File: src/rtl/brs_pkg.sv
package brs_pkg;
  typedef enum logic [2:0] {
    ST_COLD  = 3'd0,
    ST_RUN   = 3'd1,
    ST_HOLD  = 3'd2,
    ST_ARMED = 3'd3,
    ST_ALTW  = 3'd4
  } brs_state_t;

  localparam int unsigned FLAG_W   = 6;
  localparam int unsigned F_RISE   = 0;
  localparam int unsigned F_UVIN   = 1;
  localparam int unsigned F_GT10   = 2;
  localparam int unsigned F_GT8    = 3;
  localparam int unsigned F_UVOUT  = 4;
  localparam int unsigned F_QUICK  = 5;
endpackage

File: src/rtl/brs_sync.sv
module brs_sync #(
  parameter int unsigned WIDTH  = 6,
  parameter int unsigned STAGES = 2
) (
  input  logic             clk,
  input  logic             rst_n,
  input  logic [WIDTH-1:0] d_in,
  output logic [WIDTH-1:0] d_out
);
  logic [WIDTH-1:0] stg_q [STAGES];
  logic [WIDTH-1:0] stg_d [STAGES];

  generate
    for (genvar s = 0; s < STAGES; s++) begin : g_stage
      if (s == 0) begin : g_first
        always_comb stg_d[s] = d_in;
      end else begin : g_next
        always_comb stg_d[s] = stg_q[s-1];
      end
      always_ff @(posedge clk or negedge rst_n) begin
        if (!rst_n) stg_q[s] <= '0;
        else        stg_q[s] <= stg_d[s];
      end
    end
  endgenerate

  assign d_out = stg_q[STAGES-1];
endmodule

File: src/rtl/brs_wait_timer.sv
module brs_wait_timer #(
  parameter int unsigned WAIT_MS = 350,
  localparam int unsigned CNT_W  = $clog2(WAIT_MS + 1)
) (
  input  logic clk,
  input  logic rst_n,
  input  logic clr,
  input  logic tick_en,
  output logic done,
  output logic is_zero
);
  localparam logic [CNT_W-1:0] LAST = CNT_W'(WAIT_MS - 1);

  logic [CNT_W-1:0] cnt_q, cnt_d;

  assign done    = tick_en && (cnt_q == LAST);
  assign is_zero = (cnt_q == '0);

  always_comb begin
    cnt_d = cnt_q;
    if (clr)          cnt_d = '0;
    else if (done)    cnt_d = '0;
    else if (tick_en) cnt_d = cnt_q + 1'b1;
  end

  always_ff @(posedge clk or negedge rst_n) begin
    if (!rst_n) cnt_q <= '0;
    else        cnt_q <= cnt_d;
  end

  // the count never passes the configured wait length
  assert_cnt_bound_R3: assert property (@(posedge clk) disable iff (!rst_n)
    cnt_q < CNT_W'(WAIT_MS));
endmodule

File: src/rtl/brs_ctrl.sv
module brs_ctrl
  import brs_pkg::*;
(
  input  logic clk,
  input  logic rst_n,
  input  logic rise_s,
  input  logic uvin_s,
  input  logic gt10_s,
  input  logic gt8_s,
  input  logic uvout_s,
  input  logic quick_s,
  input  logic ms_tick,
  input  logic wait_done,
  input  logic wait_zero,
  output logic tmr_clr,
  output logic tmr_tick,
  output logic conv_en,
  output logic restart_pend,
  output logic cold_start
);
  brs_state_t st_q, st_d;
  logic cause_out_q, cause_out_d;
  logic uvin_q, uvout_q;
  logic new_evt;

  assign new_evt  = (uvin_s && !uvin_q) || (uvout_s && !uvout_q);
  assign tmr_tick = (st_q == ST_HOLD) && ms_tick;

  always_comb begin
    st_d        = st_q;
    cause_out_d = cause_out_q;
    tmr_clr     = 1'b0;
    unique case (st_q)
      ST_COLD: begin
        if (rise_s) st_d = ST_RUN;
      end
      ST_RUN: begin
        if (uvin_s) begin
          if (quick_s) begin
            st_d = ST_ALTW;
          end else if (gt10_s) begin
            st_d        = ST_HOLD;
            cause_out_d = 1'b0;
            tmr_clr     = 1'b1;
          end else begin
            st_d = ST_COLD;
          end
        end else if (uvout_s) begin
          st_d        = ST_HOLD;
          cause_out_d = 1'b1;
          tmr_clr     = 1'b1;
        end
      end
      ST_HOLD: begin
        if (!gt8_s) begin
          st_d = ST_COLD;
        end else if (new_evt) begin
          tmr_clr = 1'b1;
        end else if (wait_done) begin
          st_d = (cause_out_q || rise_s) ? ST_RUN : ST_ARMED;
        end
      end
      ST_ARMED, ST_ALTW: begin
        if (!gt8_s)      st_d = ST_COLD;
        else if (rise_s) st_d = ST_RUN;
      end
      default: st_d = ST_COLD;
    endcase
  end

  always_ff @(posedge clk or negedge rst_n) begin
    if (!rst_n) begin
      st_q        <= ST_COLD;
      cause_out_q <= 1'b0;
      uvin_q      <= 1'b0;
      uvout_q     <= 1'b0;
    end else begin
      st_q        <= st_d;
      cause_out_q <= cause_out_d;
      uvin_q      <= uvin_s;
      uvout_q     <= uvout_s;
    end
  end

  assign conv_en      = (st_q == ST_RUN);
  assign cold_start   = (st_q == ST_COLD);
  assign restart_pend = (st_q == ST_HOLD) || (st_q == ST_ARMED) || (st_q == ST_ALTW);

  // a synchronised shutdown flag seen while running removes the enable on the next edge
  assert_drop_fast_R9: assert property (@(posedge clk) disable iff (!rst_n)
    (conv_en && (uvin_s || uvout_s)) |=> !conv_en);
  // no restart from the wait before the timer reports completion
  assert_no_early_R3: assert property (@(posedge clk) disable iff (!rst_n)
    (st_q == ST_HOLD && !wait_done) |=> !conv_en);
  // a new shutdown edge during the wait leaves the timer at zero
  assert_wait_restart_R8: assert property (@(posedge clk) disable iff (!rst_n)
    (st_q == ST_HOLD && gt8_s && new_evt) |=> wait_zero);
  // losing 8 V while pending returns to a fresh power-up
  assert_deep_sag_R5: assert property (@(posedge clk) disable iff (!rst_n)
    (restart_pend && !gt8_s) |=> cold_start);
  // quick variant restarts as soon as the input clears its rising lockout
  assert_quick_R7: assert property (@(posedge clk) disable iff (!rst_n)
    (st_q == ST_ALTW && gt8_s && rise_s) |=> conv_en);
  // the three status outputs are mutually exclusive
  assert_excl_R1: assert property (@(posedge clk) disable iff (!rst_n)
    $onehot0({conv_en, restart_pend, cold_start}));
endmodule

File: src/rtl/buck_restart_sup.sv
module buck_restart_sup
  import brs_pkg::*;
#(
  parameter int unsigned WAIT_MS     = 350,
  parameter int unsigned SYNC_STAGES = 2
) (
  input  logic clk,
  input  logic rst_n,
  input  logic vin_gt_rise,
  input  logic vin_lt_fall,
  input  logic vin_gt_10v,
  input  logic vin_gt_8v,
  input  logic vout_lt_fall,
  input  logic variant_quick,
  input  logic ms_tick,
  output logic conv_en,
  output logic restart_pend,
  output logic cold_start
);
  logic [1:0]        rst_pipe_q;
  logic              rst_int_n;
  logic [FLAG_W-1:0] flags_raw, flags_s;
  logic              tmr_clr, tmr_tick, wait_done, wait_zero;

  always_ff @(posedge clk or negedge rst_n) begin
    if (!rst_n) rst_pipe_q <= 2'b00;
    else        rst_pipe_q <= {rst_pipe_q[0], 1'b1};
  end
  assign rst_int_n = rst_pipe_q[1];

  always_comb begin
    flags_raw          = '0;
    flags_raw[F_RISE]  = vin_gt_rise;
    flags_raw[F_UVIN]  = vin_lt_fall;
    flags_raw[F_GT10]  = vin_gt_10v;
    flags_raw[F_GT8]   = vin_gt_8v;
    flags_raw[F_UVOUT] = vout_lt_fall;
    flags_raw[F_QUICK] = variant_quick;
  end

  brs_sync #(.WIDTH(FLAG_W), .STAGES(SYNC_STAGES)) u_sync (
    .clk(clk), .rst_n(rst_int_n), .d_in(flags_raw), .d_out(flags_s));

  brs_wait_timer #(.WAIT_MS(WAIT_MS)) u_timer (
    .clk(clk), .rst_n(rst_int_n), .clr(tmr_clr), .tick_en(tmr_tick),
    .done(wait_done), .is_zero(wait_zero));

  brs_ctrl u_ctrl (
    .clk(clk), .rst_n(rst_int_n),
    .rise_s(flags_s[F_RISE]), .uvin_s(flags_s[F_UVIN]), .gt10_s(flags_s[F_GT10]),
    .gt8_s(flags_s[F_GT8]), .uvout_s(flags_s[F_UVOUT]), .quick_s(flags_s[F_QUICK]),
    .ms_tick(ms_tick), .wait_done(wait_done), .wait_zero(wait_zero),
    .tmr_clr(tmr_clr), .tmr_tick(tmr_tick),
    .conv_en(conv_en), .restart_pend(restart_pend), .cold_start(cold_start));

  // while the internal reset is held the block reports a fresh power-up only
  assert_reset_R1: assert property (@(posedge clk)
    !rst_int_n |-> (cold_start && !conv_en && !restart_pend));
endmodule

File: config.mk
export PLATFORM = sky130hd
export DESIGN_NAME = buck_restart_sup
export DESIGN_NICKNAME = d
export VERILOG_FILES = /design/src/rtl/brs_pkg.sv /design/src/rtl/brs_sync.sv /design/src/rtl/brs_wait_timer.sv /design/src/rtl/brs_ctrl.sv /design/src/rtl/buck_restart_sup.sv
export SDC_FILE = /design/constraint.sdc
export NUM_CORES = 1
export LEC_CHECK = 0
export CAP_MARGIN = 40
export CORE_MARGIN = 2
export CORE_UTILIZATION = 40
export CTS_CLUSTER_SIZE = 10
export DETAILED_ROUTE_END_ITERATION = 6
export SETUP_SLACK_MARGIN = 0.1
export SLEW_MARGIN = 20
export SYNTH_ARGS = -nofsm -noshare
export SYNTH_HDL_FRONTEND = slang
export SYNTH_SLANG_ARGS = --single-unit
export TNS_END_PERCENT = 20
File: constraint.sdc
create_clock -name clk -period 1.6 [get_ports clk]
set_input_delay 0.32 -clock clk [delete_from_list [all_inputs] [get_ports clk]]
set_output_delay 0.32 -clock clk [all_outputs]
set_load 0.02 [all_outputs]
==> flow_metrics.py <==
metrics = {
    "status": {
        "run_status": "finished with violations",
        "violations_in_the_final_reports": "negative setup slack",
    },
    "global_routing": {
        "via_count_of_the_first_global_routing_pass": 1015,
        "antenna_violations_before_repair": 0,
        "grt_max_degree": 19,
        "total_global_route_track_usage_pct": 16.63,
        "globalRoute.totalOverflow": 0,
        "grt_pass1_wl_um": 4367,
    },
    "routing": {
        "avgRoutedWirePerCell_um": 12.72,
        "dr.first_iter.drc_count": 43,
        "routed-via-count": 941,
        "avgViaCountPerCell": 4.927,
        "drc": 0,
        "detail_route.first_pass.iterations": 4,
        "remaining_number_of_nets_flagged_by_the_antenna_check_after_routing": 0,
        "detail_route.wirelength_um": 2430,
    },
    "synth": {
        "synth-edff-count": 0,
        "post-synth-top-count-cell": "sky130_fd_sc_hd__dfrtp_1",
        "synth.top_cell.area_share_pct": 56.04,
        "postSynthAreaPerCell_um2": 11.26,
        "ys_top_cells_by_count": "sky130_fd_sc_hd__dfrtp_1 (29), sky130_fd_sc_hd__nor2_1 (11), sky130_fd_sc_hd__a21oi_1 (9), sky130_fd_sc_hd__nand2_1 (9)",
        "synth_top_cells_by_area": "sky130_fd_sc_hd__dfrtp_1 (56%), sky130_fd_sc_hd__a21oi_1 (3.5%), sky130_fd_sc_hd__nor2_1 (3.2%), sky130_fd_sc_hd__nand2_1 (2.6%), sky130_fd_sc_hd__buf_6 (2.6%)",
        "synth_top_area_cell": "sky130_fd_sc_hd__dfrtp_1",
        "syn-num-nets": 126,
        "syn-instance-count": 115,
        "primary_flip_flop_cell_chosen_by_synthesis_mapping": "sky130_fd_sc_hd__dfrtp_1",
        "synth_sequential_area_ratio_pct": 56.04,
        "postSynthRegisterBits": 29,
        "netlist-cell-type-count": 40,
        "synth-warning-count": 0,
        "asyncSetResetFlopFracSynth_pct": 100.0,
        "synth_area_um2": 1295,
    },
    "pwr": {
        "sw_frac_of_total_pct": 33.32,
        "power_report.internal_total_mw": 1.492,
        "fin_total_pwr_mw": 2.238,
        "power_per_cell_area_nw_per_um2": 1334,
        "power.share.combinational_pct": 38.4,
        "total_leakage_power_nw": 0.7629,
        "power_frac_clock_pct": 19.6,
        "worst_ir_drop_vdd_mv": 0.6294,
        "switchingPower_uw": 745.5,
        "power.sequential.fraction_pct": 42.0,
    },
    "clocking": {
        "cts_hold_buf": 0,
        "clock_tree.root_cell": "sky130_fd_sc_hd__clkbuf_4",
        "cts_tree": "done",
        "clk_transition_reported_paths_ns": 0.09,
        "htree_num_levels": 2,
        "clkSinkCount": 29,
        "clock_latency_ns": 0.32,
        "cts_made_buffers": 5,
        "clock_tree.buffer_depth": 2,
    },
    "worst_setup_path": {
        "timing.setup.critical_path_class": "reg -> reg",
        "crit_path_max_incr_delay_ns": 0.41,
        "critical_path.reg2reg.startpoint": "u_ctrl.st_q[2]",
        "r2r_slack_ns": -0.04,
        "timing.critical_path.slowest_stage_cell": "sky130_fd_sc_hd__dfrtp_1",
        "worstSetupStartpointType": "register",
        "worst-path-stages": 6,
        "critPathArrivalTime_ns": 1.88,
        "critical_path_required_ns": 1.85,
        "crit_family": "simple AND/OR/NAND/NOR gates",
        "crit_chain": "buf_6, buf_6, and4bb_2, nand2_2, or3_4, a21oi_2",
        "timing.critical_path.to": "u_timer.cnt_q[4]",
        "cp_num_buf_inv": 2,
        "worst-path-max-fanout": 3,
        "worstRegToRegCells": 6,
        "cp-end-kind": "register",
        "r2r_end": "u_timer.cnt_q[4]",
        "startpoint": "u_ctrl.st_q[2]",
        "timing.critical_path.mode_cell": "sky130_fd_sc_hd__buf_6",
    },
    "timing": {
        "holdWs_ns": 0.1526,
        "finalCriticalPeriod_ns": 1.636,
        "hold_violations": 0,
        "setup_total_negative_slack_ns": -0.05899,
        "max_freq_mhz": 611.3,
        "setup_ws_final_ns": -0.03585,
        "setup_viol": 2,
        "rsz0062_at_grt": "yes",
        "timing_max_transition_violations_final": 0,
        "skew_ns": 0.009299,
        "finalCritPeriodShare_pct": 102.2,
    },
    "die": {
        "io_pins": 12,
        "die_w_um": 60.90,
        "initial_utilization_pct": 42.07,
        "site_row_count": 20,
        "die_area_um2": 3709,
        "floorplan.die.height_um": 60.90,
        "floorplan.core_area_um2": 3078,
    },
    "placement": {
        "place.port_buffers": 11,
        "place_hpwl_um": 1736,
        "post_dp_cell_area_um2": 1534,
        "gp_congestion": 0.8247,
    },
    "cells_and_area": {
        "area.sequential_um2": 725.7,
        "final_nets": 158,
        "diodes": 0,
        "multi_input_area_um2": 551.8,
        "layout-drive-gt1-share_pct": 29.25,
        "stdcell_area_um2": 1678,
        "n_fill_cell": 287,
        "areaGrowthSynthToFinish_pct": 29.57,
    },
    "job": {
        "drv_cap": 0,
    },
    "hold_path": {
        "hold_crit_class": "in -> async",
    },
}
[power groups by stage]
| stage | logic, mW | clock network (mW) | registers [mW] |
|---|---|---|---|
| finish | 0.860 | 0.438 | 0.940 |
| global route | 0.943 | 0.482 | 0.960 |
| CTS | 0.837 | 0.458 | 0.936 |
| detailed placement | 0.780 | 0 | 0.952 |
| global placement | 0.764 | 0 | 0.943 |
| floorplan | 0.477 | 0 | 0.911 |
[what timing repair did]
| item | CTS | global route |
|---|---|---|
| setup buffers | 5 | 0 |
| setup endpoints to repair | 12 | 14 |
| cloned | 0 | 0 |
| pin swaps | 10 | 9 |
| resized for setup | 21 | 8 |
[placed cells by master, fill, tap and decap left out, drive strengths merged, types with 2 or more instances in the layout]
cell type,instances
dfrtp,29
buf,22
nor2,11
nand2,9
a21oi,9
clkdlybuf4s50,8
clkbuf,7
inv,5
nor3,5
nand2b,3
o21ai,3
nand3,3
o22ai,2
nor4,2
xnor2,2
a311oi,2
a211oi,2
and4bb,2
nand4b,2
ha,2
[routing by layer]
| layer | track usage (%) | routed length [um] | vias to the layer above |
|---|---|---|---|
| met5 | 0 | 0 | - |
| met4 | 10.25 | 44 | 0 |
| met3 | 6.183 | 91 | 4 |
| met2 | 24.58 | 1141 | 17 |
| met1 | 20.62 | 1153 | 454 |
| li1 | - | - | 466 |
[kinds of logic after synthesis]
logic type                 synth area share (%)
xor gates and xnor gates                  1.353
buffers and inverters                     4.831
DFF                                       56.04
muxes                                     1.642
other                                    0.2896
adders and majority gates                 1.932
AOI/OAI and AO/OA                         12.37
and+or+nand+nor                           21.55
[worst register-to-register path: cells and delay by family, from the launching register on]
family	cells	cell delay, ns
simple gates	3	0.79
compound gates	1	0.13
flops	1	0.41
buf+inv	2	0.23
[per-stage QoR]
step / util (%) / setup slack (ns) / cells
6_report: 54.51 / -0.03585 / 191
5_1_grt: 54.51 / -0.1177 / 191
4_1_cts: 53.50 / -0.009097 / 191
3_5_place_dp: 49.84 / -0.1075 / 179
3_3_place_gp: 49.84 / -0.1039 / 179
2_1_floorplan: - / 0.1631 / 115
[worst min path at each step]
stage,slack [ns],endpoint,from
4_1_cts,0.13,rst_pipe_q[0],rst_n
2_1_floorplan,0.02,rst_pipe_q[0],rst_n
6_report,0.15,rst_pipe_q[0],rst_n
3_3_place_gp,0.17,u_timer.cnt_q[3],rst_pipe_q[1]
5_1_grt,0.13,rst_pipe_q[0],rst_n
3_5_place_dp,0.17,u_timer.cnt_q[8],rst_pipe_q[1]
[final cells by class]
type	count	area share [%]
clock buffers	7	3.281
multi-input cells	76	32.89
well taps	44	3.281
repair buffers	30	16.18
inverters	5	1.119
flip-flops and latches	29	43.25
[state kept, by name (all words and copies together) (netlist names)]
signal	cells
rst_pipe_q	2
u_ctrl.cause_out_q	1
u_ctrl.st_q	3
u_ctrl.uvin_q	1
u_ctrl.uvout_q	1
u_sync.d_out	6
u_sync.stg_d	6
u_timer.cnt_q	9
No activity file was read; power rests on OpenSTA's default activity.
